File: config.mk
export PLATFORM = sky130hd
export DESIGN_NAME = pflash_selfprog_ctrl
export DESIGN_NICKNAME = d
export VERILOG_FILES = /design/src/rtl/pfsp_pkg.sv /design/src/rtl/pfsp_unlock.sv /design/src/rtl/pfsp_seq.sv /design/src/rtl/pfsp_regs.sv /design/src/rtl/pflash_selfprog_ctrl.sv
export SDC_FILE = /design/constraint.sdc
export NUM_CORES = 1
export LEC_CHECK = 0
export CORE_MARGIN = 3
export CORE_UTILIZATION = 40
export CTS_BUF_LIST = sky130_fd_sc_hd__clkbuf_2
export DETAILED_ROUTE_END_ITERATION = 6
export SYNTH_ARGS = -nofsm -noshare
export SYNTH_HDL_FRONTEND = slang
export SYNTH_SLANG_ARGS = --single-unit
File: constraint.sdc
create_clock -name clk -period 4.5 [get_ports clk]
set_clock_uncertainty 0.2 [all_clocks]
set_input_delay 0.45 -clock clk [delete_from_list [all_inputs] [get_ports clk]]
set_output_delay 0.45 -clock clk [all_outputs]
set_load 0.02 [all_outputs]
File: src/rtl/pfsp_pkg.sv
package pfsp_pkg;
  localparam int BUS_AW = 3;
  localparam int BUS_DW = 8;

  localparam logic [BUS_AW-1:0] RA_ADDR_LO = 3'd0;
  localparam logic [BUS_AW-1:0] RA_ADDR_HI = 3'd1;
  localparam logic [BUS_AW-1:0] RA_DATA_LO = 3'd2;
  localparam logic [BUS_AW-1:0] RA_DATA_HI = 3'd3;
  localparam logic [BUS_AW-1:0] RA_CTRL    = 3'd4;
  localparam logic [BUS_AW-1:0] RA_KEY     = 3'd5;

  localparam logic [BUS_DW-1:0] KEY_FIRST  = 8'h55;
  localparam logic [BUS_DW-1:0] KEY_SECOND = 8'hAA;

  localparam int CB_READ  = 0;
  localparam int CB_START = 1;
  localparam int CB_WEN   = 2;
  localparam int CB_ERR   = 3;
  localparam int CB_ERASE = 4;
  localparam int CB_PSEL  = 7;

  typedef enum logic [2:0] {
    SQ_IDLE,
    SQ_RD,
    SQ_SU1,
    SQ_SU2,
    SQ_RUN
  } sq_state_e;

  typedef enum logic [1:0] {
    UL_IDLE,
    UL_HALF,
    UL_ARMED
  } ul_state_e;
endpackage

File: src/rtl/pfsp_unlock.sv
module pfsp_unlock
  import pfsp_pkg::*;
(
  input  logic              clk,
  input  logic              rst_n,
  input  logic              bus_we,
  input  logic [BUS_AW-1:0] bus_addr,
  input  logic [BUS_DW-1:0] bus_wdata,
  output logic              armed
);
  ul_state_e state_q, state_d;
  logic      key_wr;

  assign key_wr = bus_we && (bus_addr == RA_KEY);

  always_comb begin
    state_d = state_q;
    if (bus_we) begin
      unique case (state_q)
        UL_IDLE:  state_d = (key_wr && bus_wdata == KEY_FIRST)  ? UL_HALF  : UL_IDLE;
        UL_HALF:  state_d = (key_wr && bus_wdata == KEY_SECOND) ? UL_ARMED : UL_IDLE;
        UL_ARMED: state_d = UL_IDLE;
        default:  state_d = UL_IDLE;
      endcase
    end
  end

  always_ff @(posedge clk or negedge rst_n) begin
    if (!rst_n) begin
      state_q <= UL_IDLE;
    end else if (bus_we) begin
      state_q <= state_d;
    end
  end

  assign armed = (state_q == UL_ARMED);
endmodule

File: src/rtl/pfsp_seq.sv
module pfsp_seq
  import pfsp_pkg::*;
#(
  parameter int ADDR_W       = 16,
  parameter int BLK_WORDS    = 32,
  parameter int ERASE_CYCLES = 100000
) (
  input  logic              clk,
  input  logic              rst_n,
  input  logic              rd_go,
  input  logic              er_go,
  input  logic [ADDR_W-1:0] addr_q,
  input  logic              fl_done,
  output logic              fl_rd,
  output logic              fl_erase,
  output logic [ADDR_W-1:0] fl_addr,
  output logic              core_kill,
  output logic              core_stall,
  output logic              cap_en,
  output logic              er_end,
  output logic              busy
);
  localparam int              CNT_W    = $clog2(ERASE_CYCLES + 1);
  localparam logic [CNT_W-1:0] CNT_LAST = CNT_W'(ERASE_CYCLES - 1);
  localparam logic [ADDR_W-1:0] BLK_MASK = ADDR_W'(BLK_WORDS - 1);

  sq_state_e         state_q, state_d;
  logic [CNT_W-1:0]  cnt_q, cnt_d;
  logic              cnt_en;
  logic [ADDR_W-1:0] lat_q, lat_d;
  logic              lat_en;

  always_comb begin
    state_d = state_q;
    cnt_d   = cnt_q;
    er_end  = 1'b0;
    unique case (state_q)
      SQ_IDLE: begin
        if (er_go)      state_d = SQ_SU1;
        else if (rd_go) state_d = SQ_RD;
      end
      SQ_RD:  state_d = SQ_IDLE;
      SQ_SU1: state_d = SQ_SU2;
      SQ_SU2: begin
        state_d = SQ_RUN;
        cnt_d   = '0;
      end
      SQ_RUN: begin
        if (fl_done || cnt_q == CNT_LAST) begin
          state_d = SQ_IDLE;
          er_end  = 1'b1;
        end else begin
          cnt_d = cnt_q + 1'b1;
        end
      end
      default: state_d = SQ_IDLE;
    endcase
  end

  assign cnt_en = (state_q == SQ_SU2) || (state_q == SQ_RUN);
  assign lat_en = (state_q == SQ_IDLE) && (er_go || rd_go);
  assign lat_d  = er_go ? (addr_q & ~BLK_MASK) : addr_q;

  always_ff @(posedge clk or negedge rst_n) begin
    if (!rst_n) begin
      state_q <= SQ_IDLE;
      cnt_q   <= '0;
      lat_q   <= '0;
    end else begin
      state_q <= state_d;
      if (cnt_en) cnt_q <= cnt_d;
      if (lat_en) lat_q <= lat_d;
    end
  end

  assign fl_rd      = (state_q == SQ_RD);
  assign fl_erase   = (state_q == SQ_RUN);
  assign core_stall = (state_q == SQ_RUN);
  assign core_kill  = (state_q == SQ_RD) || (state_q == SQ_SU1) || (state_q == SQ_SU2);
  assign cap_en     = (state_q == SQ_RD);
  assign busy       = (state_q != SQ_IDLE);
  assign fl_addr    = lat_q;
endmodule

File: src/rtl/pfsp_regs.sv
module pfsp_regs
  import pfsp_pkg::*;
#(
  parameter int ADDR_W = 16,
  parameter int DATA_W = 14
) (
  input  logic              clk,
  input  logic              rst_n,
  input  logic              bus_we,
  input  logic [BUS_AW-1:0] bus_addr,
  input  logic [BUS_DW-1:0] bus_wdata,
  output logic [BUS_DW-1:0] bus_rdata,
  input  logic              armed,
  input  logic              busy,
  input  logic              cap_en,
  input  logic [DATA_W-1:0] cap_data,
  input  logic              er_end,
  output logic [ADDR_W-1:0] addr_q,
  output logic              rd_go,
  output logic              er_go
);
  localparam int AH_W = ADDR_W - BUS_DW;
  localparam int DH_W = DATA_W - BUS_DW;

  logic [BUS_DW-1:0] alo_q, dlo_q, dlo_d;
  logic [AH_W-1:0]   ahi_q;
  logic [DH_W-1:0]   dhi_q, dhi_d;
  logic              psel_q, esel_q, wen_q, err_q, wr_q, rd_q;
  logic              err_d, wr_d, rd_d;
  logic              alo_en, ahi_en, dlo_en, dhi_en, ctrl_we;
  logic              start_req, start_ok, read_ok;
  logic [BUS_DW-1:0] ctrl_view;

  assign alo_en  = bus_we && bus_addr == RA_ADDR_LO;
  assign ahi_en  = bus_we && bus_addr == RA_ADDR_HI;
  assign dlo_en  = cap_en || (bus_we && bus_addr == RA_DATA_LO);
  assign dhi_en  = cap_en || (bus_we && bus_addr == RA_DATA_HI);
  assign ctrl_we = bus_we && bus_addr == RA_CTRL && !busy;

  assign start_req = ctrl_we && bus_wdata[CB_START];
  assign start_ok  = start_req && armed && bus_wdata[CB_PSEL]
                     && bus_wdata[CB_WEN] && bus_wdata[CB_ERASE];
  assign read_ok   = ctrl_we && bus_wdata[CB_READ] && bus_wdata[CB_PSEL]
                     && !bus_wdata[CB_START];

  always_comb begin
    dlo_d = cap_en ? cap_data[BUS_DW-1:0] : bus_wdata;
    dhi_d = cap_en ? cap_data[DATA_W-1:BUS_DW] : bus_wdata[DH_W-1:0];
    err_d = ctrl_we ? (bus_wdata[CB_ERR] | (start_req & ~start_ok)) : err_q;
    wr_d  = start_ok ? 1'b1 : (er_end ? 1'b0 : wr_q);
    rd_d  = read_ok  ? 1'b1 : (cap_en ? 1'b0 : rd_q);
  end

  always_ff @(posedge clk or negedge rst_n) begin
    if (!rst_n) begin
      alo_q  <= '0;
      ahi_q  <= '0;
      dlo_q  <= '0;
      dhi_q  <= '0;
      psel_q <= 1'b0;
      esel_q <= 1'b0;
      wen_q  <= 1'b0;
      err_q  <= 1'b0;
      wr_q   <= 1'b0;
      rd_q   <= 1'b0;
    end else begin
      if (alo_en) alo_q <= bus_wdata;
      if (ahi_en) ahi_q <= bus_wdata[AH_W-1:0];
      if (dlo_en) dlo_q <= dlo_d;
      if (dhi_en) dhi_q <= dhi_d;
      if (ctrl_we) begin
        psel_q <= bus_wdata[CB_PSEL];
        esel_q <= bus_wdata[CB_ERASE];
        wen_q  <= bus_wdata[CB_WEN];
      end
      err_q <= err_d;
      wr_q  <= wr_d;
      rd_q  <= rd_d;
    end
  end

  always_comb begin
    ctrl_view           = '0;
    ctrl_view[CB_PSEL]  = psel_q;
    ctrl_view[CB_ERASE] = esel_q;
    ctrl_view[CB_ERR]   = err_q;
    ctrl_view[CB_WEN]   = wen_q;
    ctrl_view[CB_START] = wr_q;
    ctrl_view[CB_READ]  = rd_q;
  end

  always_comb begin
    unique case (bus_addr)
      RA_ADDR_LO: bus_rdata = alo_q;
      RA_ADDR_HI: bus_rdata = BUS_DW'(ahi_q);
      RA_DATA_LO: bus_rdata = dlo_q;
      RA_DATA_HI: bus_rdata = BUS_DW'(dhi_q);
      RA_CTRL:    bus_rdata = ctrl_view;
      default:    bus_rdata = '0;
    endcase
  end

  assign addr_q = {ahi_q, alo_q};
  assign rd_go  = read_ok;
  assign er_go  = start_ok;
endmodule

File: src/rtl/pflash_selfprog_ctrl.sv
module pflash_selfprog_ctrl
  import pfsp_pkg::*;
#(
  parameter int ADDR_W       = 16,
  parameter int DATA_W       = 14,
  parameter int BLK_WORDS    = 32,
  parameter int ERASE_CYCLES = 100000,
  parameter int RST_STAGES   = 2
) (
  input  logic              clk,
  input  logic              rst_n,
  input  logic [2:0]        reg_addr,
  input  logic [7:0]        reg_wdata,
  input  logic              reg_we,
  output logic [7:0]        reg_rdata,
  output logic              core_kill,
  output logic              core_stall,
  output logic              fl_rd,
  output logic              fl_erase,
  output logic [ADDR_W-1:0] fl_addr,
  input  logic [DATA_W-1:0] fl_rdata,
  input  logic              fl_done
);
  localparam int BLK_OFS_W = $clog2(BLK_WORDS);

  logic [RST_STAGES-1:0] rst_pipe;
  logic                  rst_core_n;

  always_ff @(posedge clk or negedge rst_n) begin
    if (!rst_n) rst_pipe <= '0;
    else        rst_pipe <= {rst_pipe[RST_STAGES-2:0], 1'b1};
  end
  assign rst_core_n = rst_pipe[RST_STAGES-1];

  logic              armed, busy, cap_en, er_end, rd_go, er_go;
  logic [ADDR_W-1:0] addr_q;

  pfsp_unlock u_unlock (
    .clk       (clk),
    .rst_n     (rst_core_n),
    .bus_we    (reg_we),
    .bus_addr  (reg_addr),
    .bus_wdata (reg_wdata),
    .armed     (armed)
  );

  pfsp_regs #(.ADDR_W(ADDR_W), .DATA_W(DATA_W)) u_regs (
    .clk       (clk),
    .rst_n     (rst_core_n),
    .bus_we    (reg_we),
    .bus_addr  (reg_addr),
    .bus_wdata (reg_wdata),
    .bus_rdata (reg_rdata),
    .armed     (armed),
    .busy      (busy),
    .cap_en    (cap_en),
    .cap_data  (fl_rdata),
    .er_end    (er_end),
    .addr_q    (addr_q),
    .rd_go     (rd_go),
    .er_go     (er_go)
  );

  pfsp_seq #(
    .ADDR_W       (ADDR_W),
    .BLK_WORDS    (BLK_WORDS),
    .ERASE_CYCLES (ERASE_CYCLES)
  ) u_seq (
    .clk        (clk),
    .rst_n      (rst_core_n),
    .rd_go      (rd_go),
    .er_go      (er_go),
    .addr_q     (addr_q),
    .fl_done    (fl_done),
    .fl_rd      (fl_rd),
    .fl_erase   (fl_erase),
    .fl_addr    (fl_addr),
    .core_kill  (core_kill),
    .core_stall (core_stall),
    .cap_en     (cap_en),
    .er_end     (er_end),
    .busy       (busy)
  );
endmodule

==> flow_metrics.tcl, run 1 <==
set metrics [dict create \
    critical-path-max-stage-delay_ps 770 \
    coreArea_um2 8810 \
    cts_setup_buffers 0 \
    hold_viol_final 0 \
    cts_max_level 3 \
    irDropWorstVdd_uv 160 \
    path_common_cell "clkdlybuf4s50_1" \
    nets 429 \
    setup_viol 0 \
    outcome "complete, no violations" \
    finalCriticalPeriod_ps 3360 \
    overflow 0 \
    wl_met2_um 3910 \
    clock_latency_ps 520 \
    syn_nets 369 \
    cts_root_buf "clkbuf_2" \
    crit_chain "clkdlybuf4s50_1 > nor2_1 > a21oi_1 > o32ai_1 > clkdlybuf4s50_1" \
    slew_violations 0 \
    io_pins 57 \
    drtAntennaViolNets 0 \
    final_area_um2 4520 \
    yosysTopAreaCell "dfrtp_1" \
    layout-drive-gt1-share_pct 14.9 \
    multi_input_comb_area_um2 1640 \
    synth_edf_count 0 \
    cts_buffers 9 \
    wl_met1_um 4190 \
    start_util_pct 41.5 \
    crit_family "buffers and inverters" \
    ys_ff_latch 76 \
    worst_slew_pin_slew_ps 907 \
    yosysSeqAreaShare_pct 52.1 \
    cts-resized-gates 0 \
    yosys.area.top_type_share_pct 52.1 \
    portBuffers 56 \
    die_width_um 102 \
    cts_sinks 76 \
    yosys-top-cells-area "dfrtp_1 (52%), mux2_2 (8.9%), mux2i_1 (6.9%), o21ai_0 (3.7%), nand2_1 (3.1%)" \
    die-area_um2 10300 \
    grt_usage_pct 17.9 \
    async_flop_share_pct 100 \
    fillers 841 \
    critPathBufInv 2 \
    dpl_cell_area_um2 4330 \
    slew_headroom_pct 39.3 \
    tns_ps 0 \
    rows 34 \
    utilization_pct 51.3 \
    setup.worst_path.start_class "input port" \
    synth_area_um2 3650 \
    drtIter0Drc 112 \
    powerDensity_nw_per_um2 363 \
    antenna_found_initial 0 \
    mostFrequentLayoutCell "dfrtp_1" \
    yosysWarnings 0 \
    rsz0062_at_grt "no" \
    remaining_drc_errors 0 \
    vias 2837 \
    viasPerCell 5.54 \
    clkTransAtPathRegs_ps 210 \
    top_layer "met4" \
    synth_ff_type "dfrtp_1" \
    grt_max_degree 60 \
    path_class "in2out" \
    min_path_type "reg2reg" \
    grt_pass1_wl_um 14200 \
    final_cell_mix "dfrtp_1 (75), clkdlybuf4s50_1 (56), nand2_1 (30), mux2_2 (29), o21ai_0 (27)" \
    grt_pass1_vias 2711 \
    maxCapViolations 0 \
    yosysUniqueCellTypes 49 \
    end_kind "primary output" \
    avgSynthCellArea_um2 10.8 \
    max_freq_ghz 0.298 \
    crit_fanout 17 \
    p_total_mw 1.64 \
    wl_met3_um 488 \
    sequential_cell_area_um2 1900 \
    syn_inst 339 \
    worstPathRequired_ps 3850 \
    die_height_um 102 \
    gp_congestion 0.778 \
    routed_wl_um 8740 \
    fin_crit_sh_pct 74.7 \
    fin_ws_ps 1140 \
    tritoncts "built" \
    first_pass_iters 4 \
    wl_per_cell_um 17.1 \
    pre_cts_ws_ps 1160 \
    area_growth_pct 23.9 \
    dpl.hpwl_um 6130 \
    cp.arrival_ps 2710 \
    crit_path_top_delay_cell "clkdlybuf4s50_1" \
    cts_buffer_depth 2 \
    p_leak_nw 1.96 \
    antenna_cells 0 \
]
==> metal layers <==
layer	up-vias	global-route usage, %
li1	1350	-
met1	1393	26.0
met2	82	26.7
met3	12	3.37
met5	-	0
met4	0	6.54
==> per-stage QoR <==
step           std cells  hold WS, ps
2_1_floorplan        339        -45.6
3_5_place_dp         493        -13.8
6_report             512          183
5_1_grt              512          192
3_3_place_gp         493        -17.3
4_1_cts              512          187
==> power by group <==
part / internal [mW] / leakage (nW) / switching (mW)
registers: 0.777 / 0.946 / 0.0605
clock network: 0.237 / 0.0879 / 0.249
logic: 0.171 / 0.923 / 0.146
==> Yosys cell counts (2+ instances only) <==
cell      count
nor4_1        2
or3_1         5
nand3_1      11
nand2_1      30
nor2_1       18
or2_2         2
nand4_1       3
mux2i_1      25
a21oi_1      13
o311ai_0      2
a21o_1        2
mux2_2       29
nor3_1        7
mux4_2        2
buf_1         2
o31ai_1       5
nand2b_1      7
nor3b_1       2
nand4b_1      2
and4_1        2
buf_2         2
nor4bb_1      2
a22o_1        5
nor2b_1       2
dfrtp_1      76
clkbuf_1     11
o21ai_0      27
or4_1         4
o22ai_1       4
and3_1        4
inv_1        12
xnor2_1       2
==> layout make-up <==
| type | count | share of cell area [%] |
|---|---|---|
| clock inverters | 7 | 2.55 |
| inverters | 12 | 0.996 |
| multi-input cells | 235 | 36.3 |
| flip-flops and latches | 76 | 42.1 |
| repair buffers | 65 | 14.1 |
| clock buffers | 9 | 0.996 |
| well taps | 108 | 2.99 |
==> cell families after synthesis <==
kind of cell             after synthesis  synth area share (%)
AND/OR/NAND/NOR                      109                  15.9
flip-flops                            76                  52.1
AO/OA/AOI/OAI                         66                  11.0
multiplexers                          56                  17.0
buffers and inverters                 28                  3.05
XOR/XNOR                               2                 0.480
adder cells (fa/ha/maj)                1                 0.343
other                                  1                 0.103
==> worst reg2reg max path, cell delays in order, from the launching register on <==
cell and delay (ps):
dfrtp_1 490, or3b_1 510, or4_1 730, or4_1 550
a21oi_1 150
==> sequential cells by signal, summed over array words and instances (netlist names), 2 cells and up <==
signal	flops
u_regs.dlo_q	8
u_seq.fl_addr	16
u_seq.cnt_q	17
u_regs.alo_q	8
u_regs.ahi_q	8
u_regs.dhi_q	6
u_unlock.state_q	2
rst_pipe	2
u_seq.state_q	3
==> path summary, 6_finish.rpt <==
kind / from / end / slack (ps) / cells after the start
min in group asynchronous: rst_pipe[1]$_DFF_PN0_ / u_seq.cnt_q[0]$_DFFE_PN0P_ / 270 / 1
min: rst_pipe[0]$_DFF_PN0_ / rst_pipe[1]$_DFF_PN0_ / 180 / 0
min reg2reg: rst_pipe[0]$_DFF_PN0_ / rst_pipe[1]$_DFF_PN0_ / 180 / 0
max in group asynchronous: rst_pipe[1]$_DFF_PN0_ / u_seq.fl_addr[4]$_DFFE_PN0P_ / 3220 / 1
max: reg_addr[2] / reg_rdata[7] / 1140 / 5
max reg2reg: u_seq.state_q[1]$_DFFE_PN0P_ / u_seq.cnt_q[15]$_DFFE_PN0P_ / 1820 / 4
==> timing repair <==
action                                 CTS  global route
hold buffers                             3             0
endpoints found under the hold margin   11             0
setup endpoints to repair                0             0
Note: power is estimated with default switching activity, not from simulation.
==> run 2, diff against run 1 <==
Clock period 4.5 ns to 3.35 ns, I/O delays scaled along.
==> run 2 against run 1 <==
Net effect: first-iteration DRC count decreased by 9.8%; flip-flop and latch count did not move; critical path depth is 2 higher; final area down 0.22%; final cell count is 1.2% higher; sequential power up 35%; via count is 2.1% lower; global-route usage grew 0.22 points.
==> flow_metrics.tcl, run 2 (same netlist as run 1, synthesis figures left out) <==
set metrics [dict create \
    cts-resized-gates 0 \
    max_freq_ghz 0.346 \
    cts_root_buf "clkbuf_2" \
    finalNonFillerCells 518 \
    grt_usage_pct 18.1 \
    viasPerCell 5.36 \
    drtAntennaViolNets 0 \
    p_leak_nw 1.96 \
    layout-drive-gt1-share_pct 16.6 \
    fillers 831 \
    io_pins 57 \
    overflow 0 \
    drtIter0Drc 101 \
    setup_viol 0 \
    mostFrequentLayoutCell "dfrtp_1" \
    cts_hold_buf 1 \
    start_util_pct 41.5 \
    irDropWorstVdd_uv 232 \
    worstSetupEndpoint "reg_rdata[7]" \
    coreArea_um2 8810 \
    cts_buffer_depth 2 \
    tritoncts "built" \
    area_growth_pct 23.6 \
    critical-path-max-stage-delay_ps 670 \
    cts_max_level 3 \
    end_kind "primary output" \
    use_met3_pct 3.51 \
    grt_max_degree 48 \
    powerDensity_nw_per_um2 445 \
    rsz0062_at_grt "no" \
    grt_pass1_vias 2765 \
    r2r_start "u_seq.state_q[0]$_DFFE_PN0P_" \
    grt.met2_usage_pct 26.3 \
    place_inst 501 \
    vias 2778 \
    min_path_type "reg2async" \
    cts_buffers 9 \
    tns_ps 0 \
    die-area_um2 10300 \
    r2r_cells 4 \
    worst_slew_pin_slew_ps 759 \
    maxCapViolations 0 \
    routed_wl_um 8660 \
    crit_chain "clkdlybuf4s50_1 > buf_4 > mux2i_1 > nor2_1 > a21oi_1 > o32ai_1 > clkdlybuf4s50_1" \
    holdWs_ps 89.7 \
    clkTransAtPathRegs_ps 260 \
    remaining_drc_errors 0 \
    slew_headroom_pct 49.2 \
    gp_congestion 0.864 \
    regToRegEndpoint "u_seq.cnt_q[15]$_DFFE_PN0P_" \
    cp.arrival_ps 2360 \
    setup.worst_path.start_class "input port" \
    wl_per_cell_um 16.7 \
    finalCriticalPeriod_ps 2890 \
    cts_setup_buffers 0 \
    r2r_setup_slack_ps 690 \
    cp-startpoint "reg_addr[2]" \
    p_total_mw 2.01 \
    rows 34 \
    pre_cts_ws_ps 449 \
    dpl.hpwl_um 6350 \
    outcome "complete, no violations" \
    first_pass_iters 4 \
    antenna_found_initial 0 \
    die_height_um 102 \
    grt_busiest_layer "met1" \
    crit_path_top_delay_cell "clkdlybuf4s50_1" \
    die_width_um 102 \
    worstPathRequired_ps 2810 \
    crit_fanout 11 \
    fin_ws_ps 459 \
    path_class "in2out" \
    largest_reg_flops 17 \
    hold_viol_final 0 \
    path_common_cell "clkdlybuf4s50_1" \
    antenna_cells 0 \
    final_cell_mix "dfrtp_1 (75), clkdlybuf4s50_1 (56), nand2_1 (30), mux2_2 (29), o21ai_0 (27)" \
    cts_sinks 76 \
    fin_crit_sh_pct 86.3 \
    nets 435 \
    largest_register "u_seq.cnt_q" \
    met1_usage_pct 27.4 \
    clock_latency_ps 540 \
    slew_violations 0 \
    grt_pass1_wl_um 14400 \
    portBuffers 56 \
]
## run 2: cell count changes in the layout (fill, tap and decap cells not counted), sizes merged
| cell | delta |
|---|---|
| clkinvlp | +2 |
| dlygate4sd3 | -2 |
| buf | +8 |
| bufinv | -3 |
| inv | +1 |
## run 2: how the worst min path moves through the flow
stage / end / start / slack [ps] / cells after the start
finish: u_regs.ahi_q[0]$_DFFE_PN0P_ / rst_pipe[1]$_DFF_PN0_ / 90 / 0
global route: u_regs.dlo_q[5]$_DFFE_PN0P_ / fl_rdata[5] / 80 / 3
CTS: u_regs.dlo_q[5]$_DFFE_PN0P_ / fl_rdata[5] / 100 / 3
detailed placement: u_seq.fl_addr[4]$_DFFE_PN0P_ / rst_pipe[1]$_DFF_PN0_ / 130 / 0
global placement: u_regs.alo_q[4]$_DFFE_PN0P_ / rst_pipe[1]$_DFF_PN0_ / 120 / 0
floorplan: rst_pipe[0]$_DFF_PN0_ / rst_n / -160 / 0
## run 2: layout make-up
cell class                 instances  area, µm²  share of cell area, %
sequential                        76       1900                   42.2
multi-input combinational        235       1640                   36.4
timing repair buffer              71        688                   15.3
tap                              108        135                   3.00
clock inverter                     7       52.6                   1.16
clock buffer                       9       45.0                  0.998
inverter                          12       45.0                  0.998
## run 2: where the power goes
part           internal [mW]  switching, mW  leakage (nW)  total, mW
registers               1.04         0.0888         0.946       1.13
logic                  0.233          0.189         0.960      0.422
clock network         0.0985          0.355        0.0505      0.454
total                   1.38          0.633          1.96       2.01
## run 2: routing by layer
| layer | vias to the layer above | wire length (µm) |
|---|---|---|
| li1 | 1357 | - |
| met1 | 1351 | 4360 |
| met2 | 63 | 3830 |
| met3 | 7 | 378 |
| met4 | 0 | 91 |
| met5 | - | 0 |
## run 2: worst max-delay path, delay by kind of cell
kind / cells / cell delay (ps)
buf+inv: 3 / 1580
simple gates: 1 / 100
mux: 1 / 80
compound gates: 2 / 250
## run 2: stage by stage
stage	instance area [µm²]	utilization [%]
finish	4510	51.2
global route	4510	51.2
CTS	4510	51.2
detailed placement	4400	50.0
global placement	4400	50.0
floorplan	3650	-
==> run 3, diff against run 2 <==
Settings changed: CORE_UTILIZATION 40 to 56, PLACE_DENSITY set to 0.83.
==> run 3 against run 2 <==
Net effect: register-to-register slack got worse by 30 ps; worst setup slack got worse by 91 ps; die area fell by 27%; fmax fell by 3.1%; critical path type unchanged.
==> flow_metrics.tcl, run 3 (same netlist as run 1, synthesis figures left out) <==
set metrics [dict create \
    coreArea_um2 6130 \
    power.switching_mw 0.594 \
    min_path_type "reg2async" \
    p_seq_share_pct 53.6 \
    p_leak_nw 1.98 \
    dpl_cell_area_um2 4360 \
    first_pass_iters 4 \
    vias 2932 \
    utilization_pct 73.3 \
    drtIter0Drc 215 \
    clock_latency_ps 490 \
    tns_ps 0 \
    powerDensity_nw_per_um2 471 \
    layout-drive-gt1-share_pct 16.2 \
    grt_pass1_wl_um 14300 \
    hold_viol_final 0 \
    pre_cts_ws_ps 403 \
    crit_fanout 12 \
    die_width_um 86.7 \
    cp.arrival_ps 2450 \
    final_area_um2 4490 \
    fin_ws_ps 368 \
    cts_setup_buffers 0 \
    grt_usage_pct 24.6 \
    switching_share_pct 28.1 \
    finalNonFillerCells 483 \
    setup_viol 0 \
    worstPathRequired_ps 2810 \
    antenna_cells 0 \
    setup.worst_path.start_class "input port" \
    clkTransAtPathRegs_ps 210 \
    worst_slew_pin_slew_ps 643 \
    rsz0062_at_grt "no" \
    die_height_um 86.7 \
    fin_crit_sh_pct 89.0 \
    area_growth_pct 23.1 \
    largest_register "u_seq.cnt_q" \
    remaining_drc_errors 0 \
    irDropWorstVdd_uv 319 \
    viasPerCell 6.07 \
    place_inst 467 \
    multi_input_comb_area_um2 1640 \
    start_util_pct 59.6 \
    dpl.hpwl_um 6260 \
    max_freq_ghz 0.335 \
    slew_headroom_pct 57.0 \
    gp_congestion 0.830 \
    maxCapViolations 0 \
    sequential_cell_area_um2 1900 \
    holdWs_ps 17.1 \
    mostFrequentLayoutCell "dfrtp_1" \
    tritoncts "built" \
    grt_max_degree 54 \
    fillers 434 \
    outcome "complete, no violations" \
    end_kind "primary output" \
    path_class "in2out" \
    cts_buffer_depth 2 \
    final_cell_mix "dfrtp_1 (75), clkdlybuf4s50_1 (56), nand2_1 (30), mux2_2 (29), o21ai_0 (27)" \
    cts_buffers 9 \
    overflow 0 \
    routed_wl_um 8600 \
    nets 434 \
    rows 28 \
    slew_violations 0 \
    largest_reg_flops 17 \
    finalCriticalPeriod_ps 2980 \
    drtAntennaViolNets 0 \
    portBuffers 56 \
    combPwrFrac_pct 20.4 \
    antenna_found_initial 0 \
    die-area_um2 7520 \
    p_total_mw 2.11 \
    wl_per_cell_um 17.8 \
    grt_pass1_vias 2972 \
    io_pins 57 \
    cts_max_level 3 \
    pwr-share-clk_pct 26.0 \
    cts_root_buf "clkbuf_2" \
    cts_sinks 76 \
    intPower_mw 1.52 \
]
-- run 3: changes by cell type in the layout (fill, tap and decap cells not counted), sizes merged --
cell / change
buf: -1
bufinv: +2
clkbuf: +1
clkinvlp: -3
inv: -1
-- run 3: critical path, cell delays in order --
cell and delay (ps):
clkdlybuf4s50_1 830, mux4_2 570, inv_1 60, o21ai_0 80
clkdlybuf4s50_1 570
-- run 3: final timing paths --
path                                               from                             to  slack, ps  depth (start not counted)
hold reg to reg                   rst_pipe[1]$_DFF_PN0_  u_seq.fl_addr[12]$_DFFE_PN0P_         20                          0
hold / removal                    rst_pipe[1]$_DFF_PN0_  u_seq.fl_addr[12]$_DFFE_PN0P_         20                          0
setup reg to reg           u_seq.state_q[1]$_DFFE_PN0P_    u_seq.cnt_q[15]$_DFFE_PN0P_        660                          4
setup / recovery                            reg_addr[0]                   reg_rdata[0]        370                          5
min in group clk                           fl_rdata[11]    u_regs.dhi_q[3]$_DFFE_PN0P_        170                          3
max in group asynchronous         rst_pipe[1]$_DFF_PN0_  u_seq.fl_addr[15]$_DFFE_PN0P_       2290                          1
-- run 3: layer usage --
metal,up-vias,share of wire (%),global-route usage (%)
met5,-,0,0
met4,0,1.8,9.77
met3,17,4.8,4.09
met2,90,48,39.1
met1,1461,45,33.8
li1,1364,-,-
-- run 3: final cells by class --
type / instances / area share (%)
clock buffers: 10 / 1.11
well taps: 75 / 2.09
inverters: 12 / 1.00
multi-input cells: 235 / 36.6
flip-flops and latches: 76 / 42.4
clock inverters: 5 / 1.73
repair buffers: 70 / 15.1
-- run 3: timing repair --
action                                 in CTS  in global routing
endpoints found under the hold margin       2                  0
gates resized for setup                     0                  0
hold buffers                                1                  0
-- run 3: power groups by stage --
stage,registers [mW],logic [mW],clock network [mW]
after floorplan,1.16,0.210,0
after detailed placement,1.15,0.430,0
final,1.13,0.431,0.550
after global routing,1.15,0.470,0.605
after global placement,1.14,0.416,0
after CTS,1.13,0.434,0.556
